**config.mk**
```make
export PLATFORM = sky130hd
export DESIGN_NAME = haar_lift_unit
export DESIGN_NICKNAME = d
export VERILOG_FILES = /design/src/rtl/haar_lift_pkg.sv /design/src/rtl/haar_half.sv /design/src/rtl/haar_lift_core.sv /design/src/rtl/haar_out_reg.sv /design/src/rtl/haar_lift_unit.sv
export SDC_FILE = /design/constraint.sdc
export NUM_CORES = 1
export LEC_CHECK = 0
export ABC_AREA = 1
export BUFFER_PORTS_ARGS = -buffer_cell sky130_fd_sc_hd__buf_2
export CAP_MARGIN = 20
export CORE_ASPECT_RATIO = 0.7
export CORE_MARGIN = 3
export CORE_UTILIZATION = 50
export DETAILED_ROUTE_END_ITERATION = 10
export PLACE_DENSITY = 0.75
export SYNTH_ARGS = -nofsm -noshare
export SYNTH_HDL_FRONTEND = slang
export SYNTH_SLANG_ARGS = --single-unit
export TNS_END_PERCENT = 10
```
**constraint.sdc**
```tcl
create_clock -name clk -period 11.6 [get_ports clk]
set_clock_uncertainty 0.1 [all_clocks]
set_input_delay 1.74 -clock clk [delete_from_list [all_inputs] [get_ports clk]]
set_output_delay 1.74 -clock clk [all_outputs]
set_load 0.02 [all_outputs]
```
**src/rtl/haar_lift_pkg.sv**
```systemverilog
package haar_lift_pkg;
  typedef enum logic {
    LIFT_FWD = 1'b0,
    LIFT_INV = 1'b1
  } lift_mode_e;
endpackage

```
**src/rtl/haar_half.sv**
```systemverilog
// Floor of x/2: a one-bit move toward the LSB with the sign bit copied into the MSB.
module haar_half #(
  parameter int N = 18
) (
  input  logic [N-1:0] x,
  output logic [N-1:0] y
);
  assign y = {x[N-1], x[N-1:1]};
endmodule

```
**src/rtl/haar_lift_core.sv**
```systemverilog
// Shared lifting datapath: one subtractor, one adder, operand muxes, two halvers.
module haar_lift_core
  import haar_lift_pkg::*;
#(
  parameter int W = 16
) (
  input  logic         mode,
  input  logic [W-1:0] in_a,
  input  logic [W:0]   in_b,
  output logic [W:0]   res1,
  output logic [W-1:0] res2
);
  localparam int IW = W + 2;

  logic [IW-1:0] a_ext, b_ext, b_half;
  logic [IW-1:0] sub_m, sub_s, diff, diff_half;
  logic [IW-1:0] add_x, add_y, sum;
  logic          inv;

  assign inv   = (lift_mode_e'(mode) == LIFT_INV);
  assign a_ext = {{(IW-W){in_a[W-1]}}, in_a};
  assign b_ext = {{(IW-W-1){in_b[W]}}, in_b};

  haar_half #(.N(IW)) half_in_u   (.x(b_ext), .y(b_half));
  haar_half #(.N(IW)) half_diff_u (.x(diff),  .y(diff_half));

  // subtractor: forward odd - even, inverse s - floor(d/2)
  always_comb begin
    sub_m = inv ? a_ext  : b_ext;
    sub_s = inv ? b_half : a_ext;
  end
  assign diff = sub_m - sub_s;

  // adder: forward even + floor(d/2), inverse d + even
  always_comb begin
    add_x = inv ? b_ext : a_ext;
    add_y = inv ? diff  : diff_half;
  end
  assign sum = add_x + add_y;

  assign res1 = diff[W:0];
  assign res2 = sum[W-1:0];
endmodule

```
**src/rtl/haar_out_reg.sv**
```systemverilog
module haar_out_reg #(
  parameter int W1 = 17,
  parameter int W2 = 16
) (
  input  logic          clk,
  input  logic          rst,
  input  logic          en,
  input  logic [W1-1:0] d1,
  input  logic [W2-1:0] d2,
  output logic [W1-1:0] q1,
  output logic [W2-1:0] q2,
  output logic          valid
);
  always_ff @(posedge clk) begin
    if (rst) begin
      q1    <= '0;
      q2    <= '0;
      valid <= 1'b0;
    end else begin
      valid <= en;
      if (en) begin
        q1 <= d1;
        q2 <= d2;
      end
    end
  end
endmodule

```
**src/rtl/haar_lift_unit.sv**
```systemverilog
module haar_lift_unit #(
  parameter int W = 16
) (
  input  logic         clk,
  input  logic         rst,
  input  logic         en,
  input  logic         mode,
  input  logic [W-1:0] in_a,
  input  logic [W:0]   in_b,
  output logic [W:0]   y1,
  output logic [W-1:0] y2,
  output logic         out_valid
);
  logic [W:0]   res1;
  logic [W-1:0] res2;

  haar_lift_core #(.W(W)) core_u (
    .mode(mode), .in_a(in_a), .in_b(in_b), .res1(res1), .res2(res2)
  );

  haar_out_reg #(.W1(W+1), .W2(W)) oreg_u (
    .clk(clk), .rst(rst), .en(en), .d1(res1), .d2(res2),
    .q1(y1), .q2(y2), .valid(out_valid)
  );
endmodule

```
==> summary.md <==
| Metric | Value |
|---|---|
| Crit-path max FO | 64 |
| Max cap viols | 0 |
| Worst slew pin tran | 0.677 ns |
| CTS tree | yes |
| Ranking of synthesized cells by area | dfxtp_1 20%, nand2_1 15%, ha_1 11%, o21ai_0 10%, inv_1 8.5% |
| Layout cells sized above 1 | 0.146 |
| Most frequent cells in the layout | 141 x nand2_1, 78 x inv_1, 71 x o21ai_0 |
| Worst Setup End Kind | register |
| Main combinational cell family by area after synthesis | simple AND/OR/NAND/NOR gates |
| Critical Path Start Type | primary input |
| CP dominant cell by count | nand2_1 |
| Initial Util | 0.533 |
| Setup violators final | 0 |
| RSZ-0062 raised after global routing | false |
| Hold Vio Cnt, Final | 0 |
| Drt first-iter violations | 186 |
| Die W | 105 um |
| Post-CTS Setup Inserts | 0 |
| Run status | finished clean |
| R2R Setup Slk | 10.72 ns |
| Adder-Cell Fraction of Synth Area | 0.125 |
| Max Slew Vio Count | 0 |
| PwrDens | 140 mW/mm2 |
| Post-synth top area cell | dfxtp_1 |
| Final period util | 0.497 |
| Die footprint | 0.00790 mm2 |
| Cts hold-fix bufs | 0 |
| Most common cell after layout, fill and taps aside | nand2_1 |
| Yosys reg bits | 34 |
| Top-area cell type share of the netlist area | 0.199 |
| Largest net degree at the start of global routing | 65 |
| Synth Area in Simple Gates | 0.294 |
| Register area share after synthesis | 0.199 |
| Critical path's slowest cell | fa_1 |
| Critical path class | primary input to register |
| Worst reg2reg endpoint | oreg_u.q1[2] |
| Vias | 3632 |
| DRC | 0 |
| Floorplan row count | 24 |
| Final min period | 5.77 ns |
| First-pass GRT wire length | 14800 um |
| GPL Wtd Cong | 0.917 |
| Count of unique library cells instantiated by Yosys | 34 |
| Worst setup endpoint | oreg_u.q2[15] |
| Root buffer cell | clkbuf_8 |
| VDD IR max | 0.0000717 V |
| Syn_nets | 636 |
| Clock Pin Slew Worst Setup and Hold Paths | 0.07 ns |
| # diodes | 0 |
| Worst Path Arrival | 5.86 ns |
| Clock Latency Late Sink | 0.28 ns |
| Static Leak | 0.00225 uW |
| I/O Pins | 71 |
| Slew headroom | 0.549 |
| Critical R2R Launch | oreg_u.q1[2] |
| Core Region | 0.00643 mm2 |
| Grt total ovfl | 0 |
| Routed Antenna Nets | 0 |
| Drt wl/cell | 12.3 um |
| Synth Area in Compound Gates | 0.212 |
| Yosys warns | 0 |
| Mux cell area share after synthesis | 0.00292 |
| PnR Total Power | 546 uW |
| Vias in the first global route | 3340 |
| HP Class | register to register |
| Total global-route track usage | 0.228 |
| # port buffers | 70 |
| H-tree depth | 2 |
| Drt pass-1 iters | 5 |
| Num CTS Buffers | 5 |
| NumNets Final | 693 |
| Setup TNS | 0 ns |
| Syn avg cell area | 6.05 um2 |
| Clock sink count | 34 |
| PostCTS Resize Cnt | 0 |
| Clk buf depth | 2 |
| Netlist Area Pre-Place | 0.00343 mm2 |
| DRT Wirelength | 8790 um |
| Largest stage delay, worst path | 0.39 ns |
| F_max | 173 MHz |
| Detailed Place HPWL | 7040 um |
| CP required | 11.69 ns |
| FF-to-FF path depth | 2 |
| DR vias/cell | 5.08 |
| Syn-to-layout area delta | 14.1% |
| Crit path from | mode |
| Mapped Cells | 566 |
| Xor-xnor portion of the synthesized cell area | 0.0562 |
| Initial antenna violation count | 0 |
| Die Span Y | 75.3 um |
## per-layer routing
layer / GRT usage / up-vias / part of all wire
met3: 0.0506 / 8 / 0.056
li1: - / 1929 / -
met1: 0.297 / 1602 / 0.49
met4: 0.0422 / 0 / 0.0099
met2: 0.397 / 93 / 0.44
met5: 0 / - / 0
## flip-flops by register name, summed over array words and instances (netlist names)
register	flops
oreg_u.q1	17
oreg_u.q2	16
oreg_u.valid	1
## worst min path at each step
| stage | start | endpoint | depth (start not counted) |
|---|---|---|---|
| 2_1_floorplan | oreg_u.q1[16] | oreg_u.q1[16] | 2 |
| 3_3_place_gp | oreg_u.q1[12] | oreg_u.q1[12] | 2 |
| 3_5_place_dp | oreg_u.q1[7] | oreg_u.q1[7] | 2 |
| 4_1_cts | oreg_u.q1[7] | oreg_u.q1[7] | 2 |
| 5_1_grt | oreg_u.q1[5] | oreg_u.q1[5] | 2 |
| 6_report | oreg_u.q1[7] | oreg_u.q1[7] | 2 |
## cells by family (layout without fill, tap and decap cells)
logic type / after synthesis / in the layout
xor gates and xnor gates: 22 / 22
DFF: 34 / 34
adders and majority gates: 33 / 33
and+or+nand+nor: 248 / 248
muxes: 1 / 1
buffers and inverters: 100 / 158
AOI/OAI and AO/OA: 128 / 128
## power breakdown
part / switching, uW / total, uW / leakage (uW) / internal, uW
Sequential: 8.69 / 143 / 0.000283 / 135
Clock: 45.0 / 92.9 / 0.0000482 / 47.9
Combinational: 198 / 310 / 0.00192 / 112
## through the flow
stage,hold WS [ns],instance area [um2],cells,setup WS (ns),util
3_5_place_dp,0.368,3820,707,5.60,0.594
2_1_floorplan,0.464,3430,566,6.29,-
3_3_place_gp,0.364,3820,707,5.71,0.594
5_1_grt,0.424,3910,715,5.34,0.609
6_report,0.390,3910,715,5.83,0.609
4_1_cts,0.387,3910,715,5.88,0.609
## Yosys cell counts
cell,number
nand2_1,141
inv_1,78
o21ai_0,71
nor2_1,66
dfxtp_1,34
ha_1,31
a21oi_1,25
nand3_1,25
clkbuf_1,16
o21a_1,14
xor2_1,14
xnor2_1,8
nand2_2,5
o211ai_1,4
buf_1,3
buf_2,3
nand4_1,3
o21ai_1,3
a21o_1,2
a21oi_2,2
and3_1,2
fa_1,2
nand3_2,2
o21ai_2,2
a21boi_0,1
a21oi_4,1
a31oi_1,1
and2_1,1
mux2i_1,1
nor3_1,1
o2111ai_1,1
o221ai_1,1
or2_0,1
or2_1,1
## area by class of cell
type / count / area, um2
Inverter: 78 / 293
Clock inverter: 1 / 5.00
Multi-Input combinational cell: 432 / 2370
Fill cell: 689 / 2510
Sequential cell: 34 / 681
Clock buffer: 7 / 86.3
Tap cell: 91 / 114
Timing Repair Buffer: 72 / 365
## critical path: cells and delay by family
kind / cells / cell delay [ns]
AO/OA/AOI/OAI: 5 / 0.87
XOR/XNOR: 1 / 0.17
AND/OR/NAND/NOR: 12 / 1.13
buffers and inverters: 7 / 1.07
adder cells (fa/ha/maj): 3 / 0.83
Power figures use the tool's default switching activity.
